===== config.mk =====
export PLATFORM = sky130hd
export DESIGN_NAME = gpio_alt_port
export DESIGN_NICKNAME = d
export VERILOG_FILES = /design/src/rtl/gpio_alt_pkg.sv /design/src/rtl/gpio_pin_mux.sv /design/src/rtl/gpio_sync.sv /design/src/rtl/gpio_regs.sv /design/src/rtl/gpio_alt_port.sv
export SDC_FILE = /design/constraint.sdc
export NUM_CORES = 1
export LEC_CHECK = 0
export ABC_AREA = 1
export BUFFER_PORTS_ARGS = -buffer_cell sky130_fd_sc_hd__buf_4
export CORE_ASPECT_RATIO = 0.7
export CORE_MARGIN = 2
export CORE_UTILIZATION = 30
export CTS_CLUSTER_DIAMETER = 50
export DETAILED_ROUTE_END_ITERATION = 7
export MAX_ROUTING_LAYER = met4
export SYNTH_ARGS = -nofsm -noshare
export SYNTH_HDL_FRONTEND = slang
export SYNTH_HIERARCHICAL = 1
export SYNTH_SLANG_ARGS = --single-unit

===== constraint.sdc =====
create_clock -name clk -period 0.8 [get_ports clk]
set_input_delay 0.08 -clock clk [delete_from_list [all_inputs] [get_ports clk]]
set_output_delay 0.08 -clock clk [all_outputs]
set_load 0.02 [all_outputs]

===== src/rtl/gpio_alt_pkg.sv =====
package gpio_alt_pkg;

    localparam int REG_ADDR_W = 2;

    typedef enum logic [REG_ADDR_W-1:0] {
        REG_LATCH = 2'd0,
        REG_DIR   = 2'd1,
        REG_PINS  = 2'd2,
        REG_NONE  = 2'd3
    } gpio_reg_e;

endpackage


===== src/rtl/gpio_pin_mux.sv =====
module gpio_pin_mux (
    input  logic drive_en,
    input  logic latch_bit,
    input  logic pv_en,
    input  logic pv_val,
    input  logic gate_ovr_en,
    input  logic gate_ovr_val,
    input  logic sleep,
    input  logic pad_in,
    output logic pad_out,
    output logic raw_in
);

    logic out_sel;
    logic gate_open;

    always_comb begin
        out_sel   = pv_en ? pv_val : latch_bit;
        pad_out   = drive_en & out_sel;
        gate_open = gate_ovr_en ? gate_ovr_val : ~sleep;
        raw_in    = pad_in & gate_open;
    end

endmodule


===== src/rtl/gpio_sync.sv =====
module gpio_sync #(
    parameter int WIDTH  = 8,
    parameter int STAGES = 2
) (
    input  logic             clk,
    input  logic             rst_n,
    input  logic [WIDTH-1:0] d,
    output logic [WIDTH-1:0] q
);

    logic [STAGES-1:0][WIDTH-1:0] chain_q;

    always_ff @(posedge clk or negedge rst_n) begin
        if (!rst_n) begin
            chain_q[0] <= '0;
        end else begin
            chain_q[0] <= d;
        end
    end

    for (genvar s = 1; s < STAGES; s++) begin : g_stage
        always_ff @(posedge clk or negedge rst_n) begin
            if (!rst_n) begin
                chain_q[s] <= '0;
            end else begin
                chain_q[s] <= chain_q[s-1];
            end
        end
    end

    assign q = chain_q[STAGES-1];

endmodule


===== src/rtl/gpio_regs.sv =====
module gpio_regs
    import gpio_alt_pkg::*;
#(
    parameter int WIDTH = 8
) (
    input  logic             clk,
    input  logic             rst_n,
    input  logic             wr_en,
    input  gpio_reg_e        wr_sel,
    input  logic [WIDTH-1:0] wr_data,
    input  gpio_reg_e        rd_sel,
    input  logic [WIDTH-1:0] pin_val,
    output logic [WIDTH-1:0] latch_q,
    output logic [WIDTH-1:0] dir_q,
    output logic [WIDTH-1:0] rd_data
);

    always_ff @(posedge clk or negedge rst_n) begin
        if (!rst_n) begin
            latch_q <= '0;
            dir_q   <= '0;
        end else if (wr_en) begin
            unique case (wr_sel)
                REG_LATCH: latch_q <= wr_data;
                REG_DIR:   dir_q   <= wr_data;
                REG_PINS,
                REG_NONE:  ;
            endcase
        end
    end

    always_comb begin
        unique case (rd_sel)
            REG_LATCH: rd_data = latch_q;
            REG_DIR:   rd_data = dir_q;
            REG_PINS:  rd_data = pin_val;
            REG_NONE:  rd_data = '0;
        endcase
    end

endmodule


===== src/rtl/gpio_alt_port.sv =====
module gpio_alt_port
    import gpio_alt_pkg::*;
#(
    parameter int NPINS       = 8,
    parameter int SYNC_STAGES = 2
) (
    input  logic                  clk,
    input  logic                  rst_n,
    input  logic                  wr_en,
    input  logic [REG_ADDR_W-1:0] wr_addr,
    input  logic [NPINS-1:0]      wr_data,
    input  logic [REG_ADDR_W-1:0] rd_addr,
    output logic [NPINS-1:0]      rd_data,
    input  logic                  sleep,
    input  logic [NPINS-1:0]      pv_ovr_en,
    input  logic [NPINS-1:0]      pv_ovr_val,
    input  logic [NPINS-1:0]      die_ovr_en,
    input  logic [NPINS-1:0]      die_ovr_val,
    input  logic [NPINS-1:0]      pad_in,
    output logic [NPINS-1:0]      pad_out,
    output logic [NPINS-1:0]      pad_oe,
    output logic [NPINS-1:0]      raw_in
);

    logic [NPINS-1:0] latch_q;
    logic [NPINS-1:0] dir_q;
    logic [NPINS-1:0] pin_sync;
    gpio_reg_e        wr_sel;
    gpio_reg_e        rd_sel;

    assign wr_sel = gpio_reg_e'(wr_addr);
    assign rd_sel = gpio_reg_e'(rd_addr);

    gpio_regs #(.WIDTH(NPINS)) u_regs (
        .clk     (clk),
        .rst_n   (rst_n),
        .wr_en   (wr_en),
        .wr_sel  (wr_sel),
        .wr_data (wr_data),
        .rd_sel  (rd_sel),
        .pin_val (pin_sync),
        .latch_q (latch_q),
        .dir_q   (dir_q),
        .rd_data (rd_data)
    );

    for (genvar i = 0; i < NPINS; i++) begin : g_pin
        gpio_pin_mux u_mux (
            .drive_en     (dir_q[i]),
            .latch_bit    (latch_q[i]),
            .pv_en        (pv_ovr_en[i]),
            .pv_val       (pv_ovr_val[i]),
            .gate_ovr_en  (die_ovr_en[i]),
            .gate_ovr_val (die_ovr_val[i]),
            .sleep        (sleep),
            .pad_in       (pad_in[i]),
            .pad_out      (pad_out[i]),
            .raw_in       (raw_in[i])
        );
    end

    assign pad_oe = dir_q;

    gpio_sync #(.WIDTH(NPINS), .STAGES(SYNC_STAGES)) u_sync (
        .clk   (clk),
        .rst_n (rst_n),
        .d     (raw_in),
        .q     (pin_sync)
    );

endmodule


# After elaboration in Yosys (flattened, before gate mapping)
# Index checks and enable logic that the tools add are counted.
[word_totals]
reg_bits = 32
out_inout_bits = 32
[op_classes]
n_mux = 17
bitwise = 17
n_reduce_logical = 4
eq_ne = 4
[op_table]
columns = ["operator", "n"]
rows = [
  ["case mux 8 bit (4 select lines)", 1],
  ["AND 1 bit", 16],
  ["2-to-1 mux 1 bit", 16],
  ["== test 2 x 1 -> 1 bit, second input constant", 2],
  ["== test 2 bit, second input constant", 2],
  ["logical NOT 2 bit", 2],
  ["AND reduction 2 bit", 2],
  ["NOT 1 bit", 1],
]

# Logic depth before layout (Yosys ltp)
[depth]
depth_word = 3
depth_mapped = 5
depth_no_buf = 4

# By module
# Netlist, hierarchy kept.
[modules_own_cells]
columns = ["module", "seq_area_each_um2", "area_per_inst_um2", "instances", "cells_each"]
rows = [
  ["gpio_regs", 400.4, 879.6, 1, 108],
  ["gpio_sync", 400.4, 460.4, 1, 24],
  ["gpio_pin_mux", 0.0, 37.5, 8, 10],
]

# Worst setup path before layout
# Ideal clock, no wire load.
[synth_path]
path_kind = "register to output"
from = "register u_regs.dir_q[0]"
to = "output port pad_out[0]"
required_time_ps = 720
t_arrival_ps = 826
stages_incl_launch_ff = 3
path_buffers = 0
path_slack_ps = -106
path_cell_list = "dfrtp_1 > nand2_1 > nor2_1"
[synth_via]
elab_chain_cells = 1
[synth_lines]
columns = ["element", "line_no", "text"]
rows = [
  ["start: declaration", "gpio_regs.sv:14", "output logic [WIDTH-1:0] dir_q,"],
  ["start signal: assignment", "gpio_regs.sv:25", "REG_DIR: dir_q <= wr_data;"],
  ["AND 1 bit", "gpio_pin_mux.sv:19", "pad_out = drive_en & out_sel;"],
  ["end: declaration", "gpio_alt_port.sv:20", "output logic [NPINS-1:0] pad_out,"],
]
# No other way between the ends.

# Worst setup path after layout
[layout_path]
from = "register u_regs.dir_q[6]"
to = "output port rd_data[6]"
[layout_via]
elab_chain_cells = 1
[layout_lines]
columns = ["element", "line_no", "text"]
rows = [
  ["case mux 8 bit (4 select lines)", "gpio_regs.sv:33", "unique case (rd_sel)"],
  ["end: declaration", "gpio_alt_port.sv:13", "output logic [NPINS-1:0] rd_data,"],
]
# No other way between the ends.

==> flow_summary.rst <==
.. list-table::
   :header-rows: 1

   * - Metric
     - Value
   * - Top cell type's share of synthesized area
     - 48.82%
   * - Normalized max-slew margin
     - 73.76%
   * - Largest cells by area after synthesis
     - sky130_fd_sc_hd__dfrtp_1, sky130_fd_sc_hd__nand2_1, sky130_fd_sc_hd__nand3_1, sky130_fd_sc_hd__nor2_1, sky130_fd_sc_hd__buf_4
   * - Cell type with the highest occurrence count on the critical path
     - sky130_fd_sc_hd__nand3_2
   * - Unique masters post-synth
     - 14
   * - Cell area after placement
     - 0.002429 mm²
   * - Fill cell total of the finished layout
     - 494
   * - Slowest stage cell, crit path
     - sky130_fd_sc_hd__dfrtp_2
   * - Vias in the first global route
     - 1619
   * - Highest achievable clock rate
     - 0.9114 GHz
   * - Yosys Warn Count
     - 6
   * - Fraction of layout cells with a size suffix above 1
     - 53.18%
   * - Aggregate routed wire length
     - 4514 µm
   * - Required time of the critical path
     - 0.72 ns
   * - Starting DRT DRC Count
     - 66
   * - Setup violators final
     - 25
   * - Core area
     - 0.005258 mm²
   * - Grt total ovfl
     - 0
   * - Total standard cell area after synthesis
     - 0.001640 mm²
   * - Static leakage
     - 1.546 nW
   * - Worst setup path category
     - flip-flop to primary output
   * - Final hold vios
     - 0
   * - H-Tree Level Count
     - 2
   * - Starting density of the core
     - 31.20%
   * - Kind of end point of the critical path
     - primary output
   * - Final net count
     - 369
   * - CTS tree
     - yes
   * - Total power consumption of the routed design
     - 0.005378 W
   * - DR DRC count
     - 0
   * - Largest net degree at the start of global routing
     - 33
   * - Total Routing Usage GR
     - 16.06%
   * - First-pass GRT wire length
     - 7403 µm
   * - Max-slew violation total from the final report
     - 0
   * - Data arrival time of the critical path
     - 1.02 ns
   * - Clock tree skew after final layout
     - 0.006275 ns
   * - Full die area
     - 0.006085 mm²
   * - Average detailed-routed wire length per instance
     - 11.69 µm
   * - Slowest stage delay, CP
     - 0.45 ns
   * - Number of antenna cells inserted
     - 0
   * - Post-detail-place hpwl
     - 3295 µm
   * - Post-layout min period
     - 1.097 ns
   * - DR vias/cell
     - 4.440
   * - Synth Net Count
     - 268
   * - Worst-path fanout max
     - 4
   * - Transition time at the pin with the least slew margin
     - 0.3936 ns
   * - Prevailing post-synth register cell
     - sky130_fd_sc_hd__dfrtp_1
   * - Mean instance size in the synthesized netlist
     - 7.737 µm²
   * - Clk slew on worst S/H paths
     - 0.07 ns
   * - Sum of negative setup slack
     - -6.088 ns
   * - Number of synthesized register bits
     - 32
   * - Maximum ir drop on the vdd rail
     - 0.7480 mV
   * - Layout Cell Area excl Fill
     - 0.002860 mm²
   * - Type of the tightest min-delay check
     - input port to flip-flop
   * - Width of the chip
     - 92.38 µm
   * - Violated checks
     - setup timing
   * - Result of the run
     - finished, violations left
   * - Number of input and output port buffers inserted
     - 87
   * - Cell type group with the largest total delay on the critical path
     - flip-flops
   * - Clock Latency Late Sink
     - 0.28 ns
   * - Post-synthesis async set-or-reset flop share
     - 100.0%
   * - Power density cells
     - 1880 mW/mm²
   * - Area grow syn2layout
     - 74.37%
   * - Setup repair after global routing missed its margin
     - yes
   * - Total clock buffers created by CTS
     - 5
   * - Initial antenna violation count
     - 0
   * - Chain of cells forming the critical path
     - nand3_2 > nand3_2 > buf_6
   * - Tcrit/Tclk final
     - 137.1%
   * - Detailed Routing Iterations Pass 1
     - 4
   * - Post-Syn Instances
     - 212
   * - Largest buffer count on any clock path
     - 2
   * - Die outline height
     - 65.87 µm
   * - Post-route antenna net violation count
     - 0
   * - Share of the yosys chip area belonging to registers
     - 48.82%
   * - Number of synthesized flops with an enable pin
     - 0
   * - Maximum capacitance violations
     - 0
   * - Final setup margin
     - -0.2972 ns
   * - Number of placement rows
     - 22
   * - Largest area contributor in the synthesized netlist
     - sky130_fd_sc_hd__dfrtp_1
   * - Routed vias
     - 1714
   * - Number of sinks handled by clock tree synthesis
     - 32
   * - Placer Congestion
     - 0.7576
   * - Ranking of synthesized cells by instance count
     - sky130_fd_sc_hd__nand2_1, sky130_fd_sc_hd__dfrtp_1, sky130_fd_sc_hd__nand3_1, sky130_fd_sc_hd__nor2_1, sky130_fd_sc_hd__inv_1
   * - Number of I/O pins
     - 88
   * - Buffers plus inverters on the worst setup path
     - 1
   * - Buffer type at the clock tree root
     - sky130_fd_sc_hd__clkbuf_8
   * - Most common cell in the synthesized netlist
     - sky130_fd_sc_hd__nand2_1
   * - Startpoint kind of the worst setup timing path
     - flip-flop
## metrics by stage
step	hold slack, ns	std cells	util (%)	worst slack (ns)
2_1_floorplan	-0.2156	212	-	0.02993
3_3_place_gp	0.04084	367	46.19	-0.05982
3_5_place_dp	0.03689	367	46.19	-0.07661
4_1_cts	0.02642	383	52.78	-0.2990
5_1_grt	0.02859	386	54.40	-0.3350
6_report	0.03436	386	54.40	-0.2972
## kinds of logic after synthesis
logic type | synth area share, %
buffers and inverters | 10.91
flip-flops | 48.82
AND/OR/NAND/NOR | 40.27
## worst reg2reg max path, delay by kind of cell, from the launching register on
kind	cells	cell delay [ns]
flops	1	0.40
simple gates	2	0.09
buf+inv	2	0.24
## placed cells by master (no fill, tap or decap), drive strengths merged
cell type and n:
dfrtp 32, nand4 8, nor2 34, buf 106, bufinv 1, dlygate4sd3 1
nand3 33, nand2 73, clkbuf 7, inv 19
## registers in the layout, indices dropped and copies added (netlist names)
register        cells
u_sync/q            8
u_sync/chain_q      8
u_regs/latch_q      8
u_regs/dir_q        8
## where the power goes
part	switching, W	internal [W]
Combinational	0.000803	0.000909
Clock	0.000566	0.00110
Sequential	0.000185	0.00182
## path summary, 6_finish.rpt
| path | depth (start not counted) | from | to | slack, ns |
|---|---|---|---|---|
| hold / removal | 3 | pad_in[4] | u_sync/chain_q[4] | 0.03 |
| hold reg to reg | 0 | u_sync/chain_q[6] | u_sync/q[6] | 0.34 |
| min in group asynchronous | 2 | rst_n | u_regs/latch_q[6] | 0.25 |
| max in group asynchronous | 2 | rst_n | u_regs/latch_q[1] | 0.22 |
| setup reg to reg | 4 | u_regs/latch_q[3] | u_regs/latch_q[3] | -0.03 |
| setup / recovery | 3 | u_regs/dir_q[6] | rd_data[6] | -0.30 |
## final cells by class
type,count,area [µm²],share of cell area [%]
sequential,32,812.0,28.39
tap,72,90.09,3.150
clock buffer,7,96.34,3.368
inverter,19,73.82,2.581
timing repair buffer,107,949.7,33.20
multi-input combinational,148,808.3,28.26
clock inverter,1,30.03,1.050
## what timing repair did
action / 4_1_cts / 5_1_grt
pin swaps: 32 / 12
gates resized for setup: 40 / 21
setup endpoints to repair: 24 / 27
endpoints found under the hold margin: 32 / 0
hold buffers: 1 / 0
setup buffers: 7 / 3
## metal layers
| metal | global-route usage [%] | routed length (µm) |
|---|---|---|
| met1 | 20.49 | 2021 |
| met2 | 25.82 | 2160 |
| met3 | 4.105 | 296 |
| met4 | 4.104 | 35 |
| met5 | - | 0 |
(Power assumes the default switching activity.)
